<file path="src/rtl/mrl_pkg.sv">
package mrl_pkg;

    typedef enum logic [1:0] {
        DEC_NONE      = 2'd0,
        DEC_BUFFER    = 2'd1,
        DEC_WRITEBACK = 2'd2,
        DEC_DROP      = 2'd3
    } decision_e;

    function automatic decision_e decide(input logic valid,
                                         input logic important,
                                         input logic full,
                                         input logic dirty);
        decision_e d;
        if (!valid)                 d = DEC_NONE;
        else if (important && !full) d = DEC_BUFFER;
        else if (dirty)             d = DEC_WRITEBACK;
        else                        d = DEC_DROP;
        return d;
    endfunction

endpackage

</file>
<file path="src/rtl/mrl_classify.sv">
module mrl_classify #(
    parameter int NUM_WAYS = 16,
    parameter int MRU_KEEP = 4,
    localparam int WAY_W = $clog2(NUM_WAYS)
) (
    input  logic                 exp_valid,
    input  logic [WAY_W-1:0]     exp_lru_pos,
    input  logic                 exp_dirty,
    input  logic                 buf_full,
    output mrl_pkg::decision_e   decision
);
    import mrl_pkg::*;

    logic important;

    always_comb begin
        important = ({1'b0, exp_lru_pos} < (WAY_W+1)'(MRU_KEEP));
        decision  = decide(exp_valid, important, buf_full, exp_dirty);
    end

    always_comb begin
        if (exp_valid) begin
            a_r9_one_outcome: assert (decision != DEC_NONE);
        end
    end

endmodule

</file>
<file path="src/rtl/mrl_fifo.sv">
module mrl_fifo #(
    parameter int DEPTH  = 4,
    parameter int SET_W  = 6,
    parameter int WAY_W  = 4,
    parameter int DATA_W = 32,
    localparam int PTR_W = $clog2(DEPTH),
    localparam int CNT_W = $clog2(DEPTH + 1)
) (
    input  logic              clk,
    input  logic              rst,
    input  logic              push,
    input  logic [SET_W-1:0]  push_set,
    input  logic [WAY_W-1:0]  push_way,
    input  logic [DATA_W-1:0] push_data,
    input  logic              push_dirty,
    input  logic              push_live,
    input  logic              kill_valid,
    input  logic [SET_W-1:0]  kill_set,
    input  logic [WAY_W-1:0]  kill_way,
    input  logic              pop_grant,
    output logic              full,
    output logic              head_valid,
    output logic [SET_W-1:0]  head_set,
    output logic [WAY_W-1:0]  head_way,
    output logic [DATA_W-1:0] head_data,
    output logic              head_dirty
);
    logic [SET_W-1:0]  ent_set   [DEPTH];
    logic [WAY_W-1:0]  ent_way   [DEPTH];
    logic [DATA_W-1:0] ent_data  [DEPTH];
    logic              ent_dirty [DEPTH];
    logic [DEPTH-1:0]  ent_live;
    logic [DEPTH-1:0]  kill_vec;
    logic [PTR_W-1:0]  wr_ptr, rd_ptr;
    logic [CNT_W-1:0]  count;
    logic              nonempty, head_live, head_hit, pop;

    for (genvar i = 0; i < DEPTH; i++) begin : g_kill
        assign kill_vec[i] = kill_valid && ent_live[i] &&
                             (ent_set[i] == kill_set) && (ent_way[i] == kill_way);
    end

    always_comb begin
        nonempty   = (count != '0);
        full       = (count == CNT_W'(DEPTH));
        head_live  = ent_live[rd_ptr];
        head_hit   = kill_vec[rd_ptr];
        head_valid = nonempty && head_live && !head_hit;
        head_set   = ent_set[rd_ptr];
        head_way   = ent_way[rd_ptr];
        head_data  = ent_data[rd_ptr];
        head_dirty = ent_dirty[rd_ptr];
        pop        = (head_valid && pop_grant) || (nonempty && !head_live);
    end

    always_ff @(posedge clk) begin
        if (rst) begin
            wr_ptr   <= '0;
            rd_ptr   <= '0;
            count    <= '0;
            ent_live <= '0;
            for (int i = 0; i < DEPTH; i++) begin
                ent_set[i]   <= '0;
                ent_way[i]   <= '0;
                ent_data[i]  <= '0;
                ent_dirty[i] <= 1'b0;
            end
        end else begin
            ent_live <= ent_live & ~kill_vec;
            if (pop) begin
                ent_live[rd_ptr] <= 1'b0;
                rd_ptr <= rd_ptr + 1'b1;
            end
            if (push) begin
                ent_set[wr_ptr]   <= push_set;
                ent_way[wr_ptr]   <= push_way;
                ent_data[wr_ptr]  <= push_data;
                ent_dirty[wr_ptr] <= push_dirty;
                ent_live[wr_ptr]  <= push_live;
                wr_ptr <= wr_ptr + 1'b1;
            end
            count <= count + CNT_W'(push) - CNT_W'(pop);
        end
    end

    a_r6_no_overflow: assert property (@(posedge clk) disable iff (rst)
        full |-> !push);

    a_r6_count_bound: assert property (@(posedge clk) disable iff (rst)
        count <= CNT_W'(DEPTH));

    a_r3_pop_nonempty: assert property (@(posedge clk) disable iff (rst)
        (pop_grant && head_valid) |=> (count != CNT_W'(DEPTH)) || $past(push));

    a_r7_no_stale_offer: assert property (@(posedge clk) disable iff (rst)
        (kill_valid && nonempty && head_set == kill_set && head_way == kill_way && head_live)
        |-> !head_valid);

endmodule

</file>
<file path="src/rtl/mrl_outreg.sv">
module mrl_outreg #(
    parameter int SET_W  = 6,
    parameter int WAY_W  = 4,
    parameter int DATA_W = 32
) (
    input  logic               clk,
    input  logic               rst,
    input  mrl_pkg::decision_e decision,
    input  logic [SET_W-1:0]   in_set,
    input  logic [WAY_W-1:0]   in_way,
    input  logic [DATA_W-1:0]  in_data,
    output logic               wb_valid,
    output logic [SET_W-1:0]   wb_set,
    output logic [WAY_W-1:0]   wb_way,
    output logic [DATA_W-1:0]  wb_data,
    output logic               inv_valid,
    output logic [SET_W-1:0]   inv_set,
    output logic [WAY_W-1:0]   inv_way
);
    import mrl_pkg::*;

    always_ff @(posedge clk) begin
        if (rst) begin
            wb_valid  <= 1'b0;
            wb_set    <= '0;
            wb_way    <= '0;
            wb_data   <= '0;
            inv_valid <= 1'b0;
            inv_set   <= '0;
            inv_way   <= '0;
        end else begin
            wb_valid  <= (decision == DEC_WRITEBACK);
            inv_valid <= (decision == DEC_DROP);
            if (decision == DEC_WRITEBACK) begin
                wb_set  <= in_set;
                wb_way  <= in_way;
                wb_data <= in_data;
            end
            if (decision == DEC_DROP) begin
                inv_set <= in_set;
                inv_way <= in_way;
            end
        end
    end

    a_r9_single_pulse: assert property (@(posedge clk) disable iff (rst)
        $onehot0({wb_valid, inv_valid}));

endmodule

</file>
<file path="src/rtl/mru_refresh_mgr.sv">
module mru_refresh_mgr #(
    parameter int NUM_WAYS = 16,
    parameter int SET_W    = 6,
    parameter int DATA_W   = 32,
    parameter int DEPTH    = 4,
    parameter int MRU_KEEP = 4,
    localparam int WAY_W   = $clog2(NUM_WAYS)
) (
    input  logic              clk,
    input  logic              rst,
    input  logic              exp_valid,
    input  logic [SET_W-1:0]  exp_set,
    input  logic [WAY_W-1:0]  exp_way,
    input  logic [WAY_W-1:0]  exp_lru_pos,
    input  logic              exp_dirty,
    input  logic [DATA_W-1:0] exp_data,
    input  logic              cpu_wr_valid,
    input  logic [SET_W-1:0]  cpu_wr_set,
    input  logic [WAY_W-1:0]  cpu_wr_way,
    input  logic              rw_grant,
    output logic              rw_valid,
    output logic [SET_W-1:0]  rw_set,
    output logic [WAY_W-1:0]  rw_way,
    output logic [DATA_W-1:0] rw_data,
    output logic              rw_dirty,
    output logic              wb_valid,
    output logic [SET_W-1:0]  wb_set,
    output logic [WAY_W-1:0]  wb_way,
    output logic [DATA_W-1:0] wb_data,
    output logic              inv_valid,
    output logic [SET_W-1:0]  inv_set,
    output logic [WAY_W-1:0]  inv_way
);
    import mrl_pkg::*;

    decision_e decision;
    logic      buf_full;
    logic      push, push_live;

    mrl_classify #(.NUM_WAYS(NUM_WAYS), .MRU_KEEP(MRU_KEEP)) u_classify (
        .exp_valid  (exp_valid),
        .exp_lru_pos(exp_lru_pos),
        .exp_dirty  (exp_dirty),
        .buf_full   (buf_full),
        .decision   (decision)
    );

    always_comb begin
        push      = (decision == DEC_BUFFER);
        push_live = !(cpu_wr_valid && cpu_wr_set == exp_set && cpu_wr_way == exp_way);
    end

    mrl_fifo #(.DEPTH(DEPTH), .SET_W(SET_W), .WAY_W(WAY_W), .DATA_W(DATA_W)) u_fifo (
        .clk       (clk),
        .rst       (rst),
        .push      (push),
        .push_set  (exp_set),
        .push_way  (exp_way),
        .push_data (exp_data),
        .push_dirty(exp_dirty),
        .push_live (push_live),
        .kill_valid(cpu_wr_valid),
        .kill_set  (cpu_wr_set),
        .kill_way  (cpu_wr_way),
        .pop_grant (rw_grant),
        .full      (buf_full),
        .head_valid(rw_valid),
        .head_set  (rw_set),
        .head_way  (rw_way),
        .head_data (rw_data),
        .head_dirty(rw_dirty)
    );

    mrl_outreg #(.SET_W(SET_W), .WAY_W(WAY_W), .DATA_W(DATA_W)) u_outreg (
        .clk      (clk),
        .rst      (rst),
        .decision (decision),
        .in_set   (exp_set),
        .in_way   (exp_way),
        .in_data  (exp_data),
        .wb_valid (wb_valid),
        .wb_set   (wb_set),
        .wb_way   (wb_way),
        .wb_data  (wb_data),
        .inv_valid(inv_valid),
        .inv_set  (inv_set),
        .inv_way  (inv_way)
    );

    a_r4_wb_from_dirty: assert property (@(posedge clk) disable iff (rst)
        wb_valid |-> $past(exp_valid && exp_dirty));

    a_r5_inv_from_clean: assert property (@(posedge clk) disable iff (rst)
        inv_valid |-> $past(exp_valid && !exp_dirty));

    a_r1_important_kept: assert property (@(posedge clk) disable iff (rst)
        (exp_valid && !buf_full && ({1'b0, exp_lru_pos} < (WAY_W+1)'(MRU_KEEP)))
        |=> !wb_valid && !inv_valid);

endmodule

</file>
<file path="config.mk">
export PLATFORM = sky130hd
export DESIGN_NAME = mru_refresh_mgr
export DESIGN_NICKNAME = d
export VERILOG_FILES = /design/src/rtl/mrl_pkg.sv /design/src/rtl/mrl_classify.sv /design/src/rtl/mrl_fifo.sv /design/src/rtl/mrl_outreg.sv /design/src/rtl/mru_refresh_mgr.sv
export SDC_FILE = /design/constraint.sdc
export NUM_CORES = 1
export LEC_CHECK = 0
export BUFFER_PORTS_ARGS = -buffer_cell sky130_fd_sc_hd__buf_2
export CORE_MARGIN = 10
export CORE_UTILIZATION = 59
export CTS_BUF_LIST = sky130_fd_sc_hd__clkbuf_4 sky130_fd_sc_hd__clkbuf_8
export CTS_CLUSTER_SIZE = 40
export DETAILED_ROUTE_END_ITERATION = 10
export PLACE_DENSITY = 0.82
export SETUP_SLACK_MARGIN = 0.4
export SLEW_MARGIN = 40
export SYNTH_ARGS = -nofsm -noshare
export SYNTH_HDL_FRONTEND = slang
export SYNTH_SLANG_ARGS = --single-unit
</file>
<file path="constraint.sdc">
create_clock -name clk -period 3.61 [get_ports clk]
set_input_delay 0.1805 -clock clk [delete_from_list [all_inputs] [get_ports clk]]
set_output_delay 0.1805 -clock clk [all_outputs]
set_load 0.05 [all_outputs]
</file>
==> flow_summary.yaml <==
synth:
  syn_area_per_cell_um2: 13.07
  syn_inst: 822
  synth_common_cells: "172 x and2_1, 172 x edfxtp_1, 94 x nand2_1"
  seq_area_frac_synth: 0.6056
  synth_area_leaders: "edfxtp_1 48%, dfxtp_1 12%, and2_1 10%, mux4_2 9.2%, nand2_1 3.3%"
  synth_top_flop_cell: "edfxtp_1"
  synth-edff-count: 172
  syn_nets: 895
  synth-seq-cells: 239
  yosys.area.top_type_share: 0.4808
  yosys_warnings: 0
  syn-cell-area_um2: 10740
  yosys.area.top_type: "edfxtp_1"
  synth.distinct_cells: 43
  async_flop_share: 0
detailed_routing:
  dr.pass1.iters: 5
  wl_um: 28050
  route.met3.wl_um: 2548
  top_layer: "met5"
  route.detailed.drc: 0
  ant_nets: 0
  vias: 7399
  wl_met2_um: 13820
  wl_met1_um: 10730
  wl_per_cell_um: 21.51
  via_per_inst: 5.674
  drt_iter0_markers: 762
timing:
  max_freq_ghz: 0.3120
  rsz0062_at_grt: "yes"
  worst_hold_slack_ns: 0.05788
  fin_crit_sh: 0.8877
  fin_skew_ns: 0.01777
  hold_violations: 0
  drv_slew: 0
  relSlewSlack: 0.4777
  fin_crit_ns: 3.205
  tightest_slew_ns: 0.7834
  setup_tns_ns: 0
  setup_viol: 0
cts:
  clk_pin_slew_worst_paths_ns: 0.06
  clk_path_buf_depth: 3
  clk_latency_ns: 0.55
  cts_tree: "done"
  clkSinkCount: 239
  cts_buffers: 40
  cts_root_buf: "clkbuf_8"
  htree_levels: 2
floorplan:
  ios: 160
  row_count: 49
  start_util: 0.5980
  die_h_um: 154.9
  die_w_um: 154.9
  fp.coreArea_um2: 17960
  die_area_um2: 24000
power_and_ir_drop:
  ir_drop_uv: 417.2
  power.density_nw_per_um2: 599.0
  leakage_nw: 5.229
setup_path:
  critPathSlowestCell: "or4_4"
  ff2ff_path_depth: 13
  crit_type: "flip-flop to flip-flop"
  r2r-start: "u_fifo.ent_way[0][2]"
  cp_data_arrival_time_ns: 3.62
  startpoint_type: "flip-flop"
  cp_slowest_stage_delay_ns: 0.55
  cp_num_buf_inv: 2
  cp.required_ns: 4.02
  reg2reg_slack_ns: 0.41
  cp_max_fo: 3
  r2r_end: "u_fifo.count[2]"
  path_cells: "xor2_2 > or4_4 > or4_4 > nand3b_4 > a22oi_4 > ha_4 > inv_1 > ha_1 > inv_1 > fa_2 > xor2_1 > xnor2_1 > nor2_1"
  crit_family: "simple AND/OR/NAND/NOR gates"
  cp-end-kind: "flip-flop"
global_routing:
  grt_pass1_vias: 7864
  overflow: 0
  antenna_found_initial: 4
  grt_usage: 0.2321
  grt_max_degree: 44
  grt_pass1_wl_um: 43750
run_status:
  status: "complete, no violations"
place:
  gp_congestion: 0.8928
  detailed_place_hpwl_um: 17500
  portBuffers: 157
flow_run:
  maxCapViolCount: 0
cells_and_area:
  fill_cells: 1143
  seqCellArea_um2: 6514
  syn_to_final_growth_pct: 22.51
  multi_input_area_um2: 4015
  drive_gt1_frac: 0.3013
  nets: 1114
hold_path:
  worstHoldEndpoint: "u_fifo.ent_dirty[1]"
  min_path_type: "primary input to flip-flop"
  min_from: "exp_dirty"
  worstHoldPathCells: 2
-- per-layer routing --
| layer | global-route usage | up-vias |
|---|---|---|
| met5 | 0 | - |
| met4 | 0.09942 | 2 |
| met3 | 0.06589 | 64 |
| met2 | 0.3810 | 361 |
| met1 | 0.2812 | 3618 |
| li1 | - | 3354 |
-- per-stage QoR --
stage | area [um2] | instances | setup slack (ns) | total power, W | util
3_3_place_gp | 11770 | 1173 | 0.3617 | 0.005395 | 0.6554
3_5_place_dp | 11790 | 1174 | 0.2345 | 0.005448 | 0.6565
2_1_floorplan | 10740 | 822 | 0.4439 | 0.004891 | -
4_1_cts | 13080 | 1296 | 0.4007 | 0.007884 | 0.7282
6_report | 13160 | 1304 | 0.4053 | 0.007884 | 0.7327
5_1_grt | 13160 | 1303 | 0.3119 | 0.008199 | 0.7325
-- sequential cells by signal, summed over array words and instances, names as in the netlist, named ones only --
register	cells
u_fifo.count	3
u_fifo.ent_data	128
u_fifo.ent_dirty	4
u_fifo.ent_live	4
u_fifo.ent_set	24
u_fifo.ent_way	16
u_fifo.rd_ptr	2
u_fifo.wr_ptr	2
u_outreg.inv_set	6
u_outreg.inv_valid	1
u_outreg.inv_way	4
u_outreg.wb_data	32
u_outreg.wb_set	6
u_outreg.wb_valid	1
u_outreg.wb_way	4
-- kinds of logic (layout without fill, tap and decap cells) --
| family | after synthesis | in the layout | share of synthesized area |
|---|---|---|---|
| AND/OR/NAND/NOR | 333 | 333 | 0.1695 |
| flip-flops | 239 | 239 | 0.6056 |
| buffers and inverters | 66 | 316 | 0.02702 |
| AO/OA/AOI/OAI | 63 | 63 | 0.03587 |
| multiplexers | 57 | 57 | 0.1046 |
| XOR/XNOR | 53 | 53 | 0.04391 |
| adder cells (fa/ha/maj) | 11 | 11 | 0.01351 |
| other | 0 | 3 | 0 |
-- worst max-delay path by stage --
stage	from	slack, ns	cells past startpoint	end
2_1_floorplan	u_fifo.ent_set[1][0]	0.44	13	u_fifo.count[2]
3_3_place_gp	u_fifo.ent_way[0][2]	0.36	13	u_fifo.count[2]
3_5_place_dp	u_fifo.ent_way[3][1]	0.23	13	u_fifo.count[2]
4_1_cts	u_fifo.ent_way[3][1]	0.40	13	u_fifo.count[2]
5_1_grt	u_fifo.ent_way[0][2]	0.31	13	u_fifo.count[2]
6_report	u_fifo.ent_way[0][2]	0.41	13	u_fifo.count[2]
-- worst register-to-register path, delay by kind of cell (launching register included) --
family | cells | cell delay [ns]
simple gates | 4 | 1.26
fa+ha+maj | 3 | 0.72
xor+xnor | 3 | 0.49
flops | 1 | 0.44
buf+inv | 2 | 0.11
compound gates | 1 | 0.07
-- final cells by class --
cell class | count | area share
diodes | 3 | 0.0005704
multi-input cells | 517 | 0.3051
flip-flops and latches | 239 | 0.4949
clock inverters | 16 | 0.008461
well taps | 229 | 0.02177
repair buffers | 231 | 0.1133
clock buffers | 57 | 0.05248
inverters | 12 | 0.003422
-- timing repair --
action	4_1_cts	5_1_grt
resized for setup	1	5
setup endpoints to repair	1	1
pin swaps	4	4
hold endpoints to repair	173	0
buffers inserted	4	5
hold buffers	45	0
-- cell usage in the layout (no fill, tap or decap), drive strengths merged, types with 11 or more instances in the layout --
cell type	n
a21oi	47
and2	172
buf	186
clkbuf	57
clkinv	12
dfxtp	67
dlygate4sd3	45
edfxtp	172
inv	14
mux2i	11
mux4	44
nand2	94
nor2	23
nor3	11
xnor2	40
xor2	13
-- power breakdown --
part	internal (W)	switching, W	total (W)	leakage (nW)
registers	0.00310	0.000190	0.00329	2.33
logic	0.000761	0.00142	0.00219	2.47
clock network	0.00132	0.00109	0.00240	0.431
total	0.00518	0.00270	0.00788	5.23
Power figures use the tool's default switching activity.
